$ cat config.mk
export PLATFORM = sky130hd
export DESIGN_NAME = uart_irq_combiner
export DESIGN_NICKNAME = d
export VERILOG_FILES = /design/src/rtl/uart_irq_pkg.sv /design/src/rtl/irq_raw_store.sv /design/src/rtl/irq_mask_store.sv /design/src/rtl/irq_line_driver.sv /design/src/rtl/uart_irq_combiner.sv
export SDC_FILE = /design/constraint.sdc
export NUM_CORES = 1
export LEC_CHECK = 0
export BUFFER_PORTS_ARGS = -buffer_cell sky130_fd_sc_hd__buf_4
export CELL_PAD_IN_SITES_DETAIL_PLACEMENT = 1
export CELL_PAD_IN_SITES_GLOBAL_PLACEMENT = 2
export CORE_UTILIZATION = 23
export CTS_CLUSTER_DIAMETER = 100
export DETAILED_ROUTE_END_ITERATION = 10
export GPL_TIMING_DRIVEN = 0
export PLACE_DENSITY_LB_ADDON = 0.1
export SLEW_MARGIN = 20
export SYNTH_ARGS = -nofsm -noshare
export SYNTH_HDL_FRONTEND = slang
export SYNTH_SLANG_ARGS = --single-unit
$ cat constraint.sdc
create_clock -name clk -period 2.1 [get_ports clk]
set_input_delay 0.21 -clock clk [delete_from_list [all_inputs] [get_ports clk]]
set_output_delay 0.21 -clock clk [all_outputs]
set_load 0.05 [all_outputs]
$ cat src/rtl/uart_irq_pkg.sv
package uart_irq_pkg;
  localparam int STAT_W    = 11;
  localparam int NUM_LINES = 6;

  localparam int BIT_RI  = 0;
  localparam int BIT_CTS = 1;
  localparam int BIT_DCD = 2;
  localparam int BIT_DSR = 3;
  localparam int BIT_RX  = 4;
  localparam int BIT_TX  = 5;
  localparam int BIT_RTO = 6;
  localparam int BIT_FRM = 7;
  localparam int BIT_PAR = 8;
  localparam int BIT_BRK = 9;
  localparam int BIT_OVR = 10;

  typedef logic [STAT_W-1:0] stat_t;

  typedef enum int {
    LINE_ANY   = 0,
    LINE_RX    = 1,
    LINE_TX    = 2,
    LINE_RTO   = 3,
    LINE_MODEM = 4,
    LINE_ERR   = 5
  } line_e;

  localparam stat_t GRP_MODEM = stat_t'((1 << BIT_RI) | (1 << BIT_CTS) |
                                        (1 << BIT_DCD) | (1 << BIT_DSR));
  localparam stat_t GRP_ERR   = stat_t'((1 << BIT_FRM) | (1 << BIT_PAR) |
                                        (1 << BIT_BRK) | (1 << BIT_OVR));

  function automatic stat_t line_group(input int idx);
    stat_t g;
    case (idx)
      LINE_ANY:   g = GRP_ERR | GRP_MODEM | stat_t'((1 << BIT_RTO) |
                                                    (1 << BIT_TX) | (1 << BIT_RX));
      LINE_RX:    g = stat_t'(1 << BIT_RX);
      LINE_TX:    g = stat_t'(1 << BIT_TX);
      LINE_RTO:   g = stat_t'(1 << BIT_RTO);
      LINE_MODEM: g = GRP_MODEM;
      default:    g = GRP_ERR;
    endcase
    return g;
  endfunction
endpackage

$ cat src/rtl/irq_raw_store.sv
module irq_raw_store
  import uart_irq_pkg::*;
(
  input  logic  clk,
  input  logic  rst_n,
  input  stat_t set_i,
  input  logic  clr_en_i,
  input  stat_t clr_bits_i,
  output stat_t raw_o
);
  stat_t raw_q;
  stat_t clr_eff;
  stat_t raw_d;

  always_comb begin
    clr_eff = clr_en_i ? clr_bits_i : '0;
    // set is applied after clear so a colliding event survives
    raw_d   = (raw_q & ~clr_eff) | set_i;
  end

  always_ff @(posedge clk or negedge rst_n) begin
    if (!rst_n) raw_q <= '0;
    else        raw_q <= raw_d;
  end

  assign raw_o = raw_q;
endmodule

$ cat src/rtl/irq_mask_store.sv
module irq_mask_store
  import uart_irq_pkg::*;
(
  input  logic  clk,
  input  logic  rst_n,
  input  logic  we_i,
  input  stat_t wdata_i,
  output stat_t mask_o
);
  stat_t mask_q;

  always_ff @(posedge clk or negedge rst_n) begin
    if (!rst_n)    mask_q <= '0;
    else if (we_i) mask_q <= wdata_i;
  end

  assign mask_o = mask_q;
endmodule

$ cat src/rtl/irq_line_driver.sv
module irq_line_driver
  import uart_irq_pkg::*;
#(
  parameter stat_t GROUP = '1
) (
  input  logic  clk,
  input  logic  rst_n,
  input  stat_t pending_i,
  output logic  line_o
);
  logic hit;
  logic line_q;

  assign hit = |(pending_i & GROUP);

  always_ff @(posedge clk or negedge rst_n) begin
    if (!rst_n) line_q <= 1'b0;
    else        line_q <= hit;
  end

  assign line_o = line_q;
endmodule

$ cat src/rtl/uart_irq_combiner.sv
module uart_irq_combiner
  import uart_irq_pkg::*;
(
  input  logic              clk,
  input  logic              rst_n,
  input  logic [STAT_W-1:0] evt_set,
  input  logic              mask_we,
  input  logic [STAT_W-1:0] mask_wdata,
  input  logic              clr_we,
  input  logic [STAT_W-1:0] clr_wdata,
  output logic [STAT_W-1:0] raw_rdata,
  output logic [STAT_W-1:0] mask_rdata,
  output logic [STAT_W-1:0] masked_rdata,
  output logic              irq_any,
  output logic              irq_rx,
  output logic              irq_tx,
  output logic              irq_rto,
  output logic              irq_modem,
  output logic              irq_err
);
  stat_t raw_s;
  stat_t mask_s;
  stat_t pend_s;
  logic [NUM_LINES-1:0] lines;

  irq_raw_store u_raw (
    .clk        (clk),
    .rst_n      (rst_n),
    .set_i      (evt_set),
    .clr_en_i   (clr_we),
    .clr_bits_i (clr_wdata),
    .raw_o      (raw_s)
  );

  irq_mask_store u_mask (
    .clk     (clk),
    .rst_n   (rst_n),
    .we_i    (mask_we),
    .wdata_i (mask_wdata),
    .mask_o  (mask_s)
  );

  assign pend_s = raw_s & mask_s;

  for (genvar g = 0; g < NUM_LINES; g++) begin : g_line
    irq_line_driver #(
      .GROUP (line_group(g))
    ) u_drv (
      .clk       (clk),
      .rst_n     (rst_n),
      .pending_i (pend_s),
      .line_o    (lines[g])
    );
  end

  assign raw_rdata    = raw_s;
  assign mask_rdata   = mask_s;
  assign masked_rdata = pend_s;
  assign irq_any      = lines[LINE_ANY];
  assign irq_rx       = lines[LINE_RX];
  assign irq_tx       = lines[LINE_TX];
  assign irq_rto      = lines[LINE_RTO];
  assign irq_modem    = lines[LINE_MODEM];
  assign irq_err      = lines[LINE_ERR];
endmodule

; ---- Word-level counts from Yosys, hierarchy flattened
; Index checks and enable logic that the tools add are counted.
[classes]
mux = 1
bitwise_logic = 4
n_reduce_logical = 3
[op_table]
columns = operator, n
row1 = $and 11x11->11, 2
row2 = $mux 11, 1
row3 = $not 11->11, 1
row4 = $or 11x11->11, 1
row5 = $reduce_or 11->1, 1
row6 = $reduce_or 4->1, 2
[totals]
register_bits = 28
in_bits = 37
wordCells = 16

; ---- Logic depth before layout (Yosys ltp)
; Gate-level depths: netlist of run 1.
[depth]
word_depth = 4
ltp_mapped = 3
depth_no_buf = 3

; ---- Modules after synthesis
; Synthesis of run 1 repeated with hierarchy kept, for this count alone.
[hier_totals]
hier_cells = 80
area_unflattened_um2 = 1114.8
[by_module_without_submodules]
columns = module, instances, cells_each, area_per_inst_um2, seq_area_each_um2
row1 = irq_mask_store, 1, 23, 447.9, 275.3
row2 = irq_raw_store, 1, 34, 410.4, 275.3
row3 = irq_line_driver at g_line[1].u_drv ..., 3, 1, 25.0, 25.0
row4 = uart_irq_combiner, 1, 11, 68.8, 0.0
row5 = irq_line_driver at g_line[4].u_drv ..., 2, 2, 32.5, 25.0
row6 = irq_line_driver at g_line[0].u_drv, 1, 5, 47.5, 25.0

; ---- Least setup slack after synthesis of run 1
; Ideal clock, no wire load.
[synth_path]
path_type = register -> register
start = reg u_mask.mask_q[0] (netlist: u_mask.mask_o[0])
end = reg g_line[0].u_drv.line_q
t_arrival_ns = 2.045
t_required_ns = 1.961
setup_slack_ns = -0.083
path_stages_with_launch = 4
n_path_buf = 0
synth_period_minus_slack_ns = 2.183
cell_sequence = dfrtp_1 > and2_1 > or4_4 > or4_4
[synth_via]
elab_chain_len = 2
[synth_lines]
columns = element, line
row1 = from (decl), irq_mask_store.sv:10  ; stat_t mask_q;
row2 = from (signal assigned), irq_mask_store.sv:14  ; else if (we_i) mask_q <= wdata_i;
row3 = $and 11x11->11, uart_irq_combiner.sv:43  ; assign pend_s = raw_s & mask_s;
row4 = net masked_rdata[0], uart_irq_combiner.sv:13  ; output logic [STAT_W-1:0] masked_rdata,
row5 = $reduce_or 11->1, irq_line_driver.sv:14  ; assign hit = |(pending_i & GROUP);
row6 = net g_line[0].u_drv.hit, irq_line_driver.sv:11  ; logic hit;
row7 = to (signal assigned), irq_line_driver.sv:18  ; else line_q <= hit;
row8 = to (decl), irq_line_driver.sv:12  ; logic line_q;
; The timed path passes the listed nets, and every way through them passes these cells.
; A chain may end at the register's enable or synchronous reset.

; ---- Final worst setup path of run 1
[layout_path]
start = reg u_mask.mask_q[1] (netlist: u_mask.mask_o[1])
end = reg g_line[0].u_drv.line_q
[layout_via]
elab_chain_len = 2
[layout_lines]
columns = element, line
row1 = $and 11x11->11, uart_irq_combiner.sv:43
row2 = $reduce_or 11->1, irq_line_driver.sv:14
row3 = net g_line[0].u_drv.hit, irq_line_driver.sv:11
; The timed path passes the listed nets, and every way through them passes these cells.

==> results of run 1 <==
area by class of cell:
| cell class | instances | area, µm² | area share, % |
|---|---|---|---|
| sequential | 28 | 701 | 39.8 |
| clock buffer | 4 | 55.1 | 3.12 |
| buffer | 2 | 7.51 | 0.426 |
| timing repair buffer | 76 | 573 | 32.5 |
| multi-input combinational | 48 | 360 | 20.5 |
| tap | 52 | 65.1 | 3.69 |
cells in the mapped netlist:
library cell / instances
a21o_1: 11
and2_1: 10
and2_4: 1
clkbuf_1: 2
dfrtp_1: 28
mux2_2: 11
nand2_1: 11
or2_2: 1
or4_1: 1
or4_4: 2
power by group through the flow:
stage          combinational, mW  sequential [mW]  clock [mW]
2_1_floorplan              0.164            0.784           0
3_3_place_gp               0.520            0.622           0
3_5_place_dp               0.525            0.625           0
4_1_cts                    0.528            0.615       0.348
5_1_grt                    0.544            0.621       0.368
6_report                   0.521            0.613       0.332
routing by layer:
metal	share of wire [%]	vias to the layer above	global-route usage, %
met1	42	434	15.6
met3	7.7	2	2.89
met4	0.75	0	4.00
met2	49	42	21.6
met5	0	-	0
li1	-	423	-
kinds of logic (layout without fill, tap and decap cells):
kind of cell | count (synthesis) | in the layout | share of synthesized area (%)
muxes | 11 | 11 | 11.6
buffers and inverters | 2 | 82 | 0.706
DFF | 28 | 28 | 65.9
AOI/OAI and AO/OA | 11 | 11 | 7.76
and+or+nand+nor | 26 | 26 | 14.0
placed cells by master (no fill, tap or decap):
master          n
dlygate4sd3_1   1
buf_4          75
clkbuf_8        4
and2_1          7
or2_2           1
mux2_2         11
and2_4          2
dfrtp_1        28
or4_1           1
nand2_1        11
or4_4           2
a21o_1         11
clkbuf_1        2
and2_2          2
through the flow:
stage | hold WS [ns] | utilization [%] | instance area, µm² | total power [mW]
2_1_floorplan | -0.0856 | - | 1070 | 0.948
3_3_place_gp | 0.156 | 38.4 | 1700 | 1.14
3_5_place_dp | 0.160 | 38.4 | 1700 | 1.15
4_1_cts | 0.103 | 39.9 | 1760 | 1.49
5_1_grt | 0.0975 | 39.9 | 1760 | 1.53
6_report | 0.112 | 39.9 | 1760 | 1.47
state kept, by name, summed over array words and instances, names as in the netlist:
name / cells
u_mask.mask_o: 11
g_line.u_drv.line_o: 6
u_raw.raw_o: 11
worst paths after layout:
check / from / endpoint / depth (start not counted)
worst max-delay path: u_mask.mask_o[1] / g_line[0].u_drv.line_o / 3
max in group asynchronous: rst_n / u_mask.mask_o[3] / 2
worst min register to register: u_raw.raw_o[7] / u_raw.raw_o[7] / 1
worst max register to register: u_mask.mask_o[1] / g_line[0].u_drv.line_o / 3
min in group asynchronous: rst_n / g_line[1].u_drv.line_o / 2
worst min-delay path: evt_set[9] / u_raw.raw_o[9] / 2
what timing repair did:
item,in CTS,in global routing
hold buffers,1,0
gates resized for setup,0,0
setup endpoints to repair,0,0
endpoints found under the hold margin,28,0
worst max-delay path, cell delays in order, from the launching register on:
cell and delay (ns):
dfrtp_1 0.40, and2_4 0.17, or4_4 0.54, or4_4 0.51
==> out/qor.csv, run 1 <==
metric,value,unit
synthesis.yosys.warnings,0,
design.core.area,4410,µm²
detailroute.via_count,901,
vdd.ir_drop.worst,341,µV
synth_cells,78,
count_of_non_filler_cells_in_the_finished_layout,210,
num_rows,24,
drt-vias-per-instance,4.29,
static-leakage-power,0.849,nW
p_int,0.935,mW
period_share,82.6,%
status,"complete, no violations",
cts_post_setup_buffers_inserted,0,
finalMaxSlewViolations,0,
detailedRoute.firstIterationViolations,44,
routed_wirelength,2940,µm
flow.area_growth_from_synthesis,65.6,%
r2r_slack,0.36,ns
arrival,1.89,ns
timing.final.hold_violations,0,
yosysTopAreaCellShare,65.9,%
power.net_switching,0.531,mW
initial_antenna_violation_count,0,
synthTopCellsByArea,"dfrtp_1 (66%), mux2_2 (12%), a21o_1 (7.8%)",
syn-mean-instance-area,13.6,µm²
cts_made_buffers,3,
final.fill_count,490,
drt_first_pass_iters,4,
clk-insertion-delay-late,0.27,ns
syn-num-nets,115,
grt_max_degree,29,
hold_path_class,input pin to register,
tritoncts,yes,
setup.worst_path.end_class,register,
dp_hpwl,2280,µm
ctsRootBufferMaster,clkbuf_8,
worst_setup_hold_path_clk_slew,0.10,ns
skew,0.00279,ns
timing.critical_path.fanout_max,3,
placed_cells_incl_taps,205,
synth_top_area_cell,dfrtp_1,
remaining_drc_errors,0,
die_height,70,µm
combinationalPowerShare,35.5,%
start_util,24.1,%
setup_total_negative_slack,0,ns
design.final.nets,196,
globalRouteOverflowTotal,0,
num_antenna_cells,0,
power.clock.fraction,22.6,%
clock_tree.htree_level_count,1,
synth-seq-area-share,65.9,%
buffer_ports.inserted,75,
gp_routability_congestion,0.710,
seqPwrFrac,41.8,%
total_grt_usage,12.6,%
cts.sink_count,28,
worst_pin_slew,0.617,ns
layout-drive-gt1-share,61.4,%
final.setup.worst_slack,0.365,ns
cp_data_required_time,2.25,ns
grt_pass1_vias,969,
pwr_density_cell,832,nW/µm²
fmax,0.576,GHz
ant_nets,0,
post_placement_worst_setup_slack,0.365,ns
setup_violations,0,
finalWorstPathRequiredPeriod,1.74,ns
yosys_register_bits,28,
rsz_0062_raised_after_global_routing,no,
first_pass_grt_wire_length,4820,µm
critical_path_class,register to register,
die_width,70,µm
post_drt_wl_per_cell,14.0,µm
dieArea,4900,µm²
power_switching_share,36.2,%
ys_types,10,
cts_buffer_depth,2,
timing.slew.headroom,58.9,%
pin_count,76,
worstSetupStartpointType,register,
timing.max_cap.violations,0,
netlist_area_pre_place,1060,µm²
Power figures use the tool's default switching activity.
==> run 2: changes to the inputs <==
==> constraint.sdc (replaced) <==
create_clock -name clk -period 1.6 [get_ports clk]
set_input_delay 0.16 -clock clk [delete_from_list [all_inputs] [get_ports clk]]
set_output_delay 0.16 -clock clk [all_outputs]
set_load 0.05 [all_outputs]
==> run 2 against run 1 <==
  * The run now ends with negative setup slack left
  * Worst setup slack worse by 0.46 ns
  * Cell count grew 1.4%
  * Fmax is 2.2% higher
  * Critical path type unchanged
  * Largest power group unchanged
==> out/qor.csv, run 2 (synthesis results as in run 1) <==
metric,value,unit,change
dp_hpwl,2320,µm,was 2280 µm
placed_area,1730,µm²,was 1700 µm²
num_rows,24,,unchanged
post_drt_wl_per_cell,14.2,µm,was 14.0 µm
worstSetupStartpointType,register,,unchanged
rsz_0062_raised_after_global_routing,yes,,was no
ctsRootBufferMaster,clkbuf_8,,unchanged
cts_made_buffers,3,,unchanged
grt_pass1_vias,1026,,was 969
final_cell_area,1830,µm²,was 1760 µm²
timing.critical_path.slowest_cell_delay,0.54,ns,about the same
skew,0.00540,ns,was 0.00279 ns
ant_nets,0,,unchanged
remaining_drc_errors,0,,unchanged
start_util,24.1,%,unchanged
dieArea,4900,µm²,unchanged
initial_antenna_violation_count,0,,unchanged
final_common_cell,buf_4,,unchanged
critPathTopFamily,simple AND/OR/NAND/NOR gates,,unchanged
timing.max_cap.violations,0,,unchanged
drt_first_pass_iters,2,,was 4
layout_common_cells,"buf_4 (78), dfrtp_1 (17)",,"was buf_4 (75), dfrtp_1 (28), nand2_1 (11), a21o_1 (11), mux2_2 (11)"
pwr_density_cell,1140,nW/µm²,was 832 nW/µm²
clk-insertion-delay-late,0.27,ns,about the same
static-leakage-power,0.875,nW,was 0.849 nW
cts_buffer_depth,2,,unchanged
finish.utilization,41.5,%,was 39.9%
violations,negative setup slack,,
design.final.nets,199,,was 196
timing.critical_path.buf_inv,0,,unchanged
status,finished with violations,,"was complete, no violations"
layout-drive-gt1-share,73.3,%,was 61.4%
setup.worst_path.end_class,register,,unchanged
worst_pin_slew,0.701,ns,was 0.617 ns
pin_count,76,,unchanged
finalMaxSlewViolations,0,,unchanged
timing.final.hold_violations,0,,unchanged
num_antenna_cells,0,,unchanged
globalRouteOverflowTotal,0,,unchanged
buffer_ports.inserted,75,,unchanged
finalWorstPathRequiredPeriod,1.70,ns,was 1.74 ns
die_height,70,µm,unchanged
timing.critical_path.fanout_max,2,,was 3
die_width,70,µm,unchanged
final.setup.worst_slack,-0.0981,ns,was 0.365 ns
period_share,106,%,was 82.6%
setup_violations,1,,was 0
cp_slowest_cell,or4_4,,unchanged
routed_wirelength,3020,µm,was 2940 µm
fmax,0.589,GHz,was 0.576 GHz
gp_routability_congestion,0.695,,was 0.710
crit_top_cell,or4_4,,unchanged
cp_data_required_time,1.76,ns,was 2.25 ns
total_grt_usage,13.3,%,was 12.6%
arrival,1.86,ns,was 1.89 ns
cts.sink_count,28,,unchanged
clock_tree.htree_level_count,1,,unchanged
detailedRoute.firstIterationViolations,31,,was 44
detailroute.via_count,924,,was 901
drt-vias-per-instance,4.34,,was 4.29
chain_of_cells_forming_the_critical_path,"and2_4, or4_4, or4_4",,unchanged
flow.area_growth_from_synthesis,72.4,%,was 65.6%
first_pass_grt_wire_length,5040,µm,was 4820 µm
vdd.ir_drop.worst,706,µV,was 341 µV
critical_path_class,register to register,,unchanged
tritoncts,yes,,unchanged
design.core.area,4410,µm²,unchanged
setup_total_negative_slack,-0.0981,ns,was 0 ns
worst_setup_hold_path_clk_slew,0.10,ns,about the same
hold_path_class,input pin to register,,unchanged
grt_max_degree,29,,unchanged
timing.slew.headroom,53.3,%,was 58.9%
run 2: changes by cell type in the layout (fill, tap and decap cells not counted), sizes merged:
cell	before	now
buf	75	78
bufinv	0	1
clkbuf	6	5
run 2: what timing repair did:
| item | in CTS | in global routing |
|---|---|---|
| pin swaps | 1 | 0 |
| hold buffers | 1 | 0 |
| endpoints found under the hold margin | 28 | 0 |
| endpoints found under the setup margin | 1 | 1 |
| setup buffers | 3 | 0 |
| gates resized for setup | 0 | 1 |
run 2: final timing paths:
kind / slack [ns] / to / cells past startpoint / start
setup / recovery: -0.1 / g_line[0].u_drv.line_o / 3 / u_mask.mask_o[1]
hold / removal: 0.05 / u_raw.raw_o[3] / 2 / evt_set[3]
setup reg to reg: -0.1 / g_line[0].u_drv.line_o / 3 / u_mask.mask_o[1]
hold reg to reg: 0.51 / u_raw.raw_o[3] / 1 / u_raw.raw_o[3]
max in group asynchronous: 0.97 / u_raw.raw_o[0] / 2 / rst_n
min in group asynchronous: 0.33 / u_raw.raw_o[5] / 2 / rst_n
run 2: final cells by class:
class | count | area [µm²]
plain buffers | 2 | 7.51
clock buffers | 3 | 41.3
clock inverters | 1 | 30.0
fillers | 504 | 2580
multi-input cells | 48 | 379
flip-flops and latches | 28 | 714
well taps | 52 | 65.1
repair buffers | 79 | 596
run 2: stage by stage:
stage | hold slack (ns) | total power, mW | cells | setup slack [ns]
after floorplan | -0.136 | 1.27 | 78 | -0.304
after global placement | 0.109 | 1.52 | 205 | -0.0981
after detailed placement | 0.107 | 1.53 | 205 | -0.124
after CTS | 0.0440 | 2.12 | 213 | -0.110
after global routing | 0.0309 | 2.18 | 213 | -0.131
final | 0.0516 | 2.08 | 213 | -0.0981
run 2: power breakdown:
part	internal (mW)	leakage (nW)	switching, mW
logic	0.265	0.545	0.450
clock network	0.335	0.0357	0.225
registers	0.771	0.294	0.0377
run 2: metal layers:
metal  wire [µm]  part of all wire (%)  up-vias  track usage [%]
li1            -                     -      427                -
met1        1120                    37      452             14.7
met2        1670                    55       43             25.0
met3         216                   7.1        2             4.18
met4          19                  0.63        0             2.67
met5           0                     0        -                0
run 2: worst reg2reg max path, cell delays in order (launching register included):
cell and delay, ns:
dfrtp_2 0.41, and2_4 0.16, or4_4 0.54, or4_4 0.48
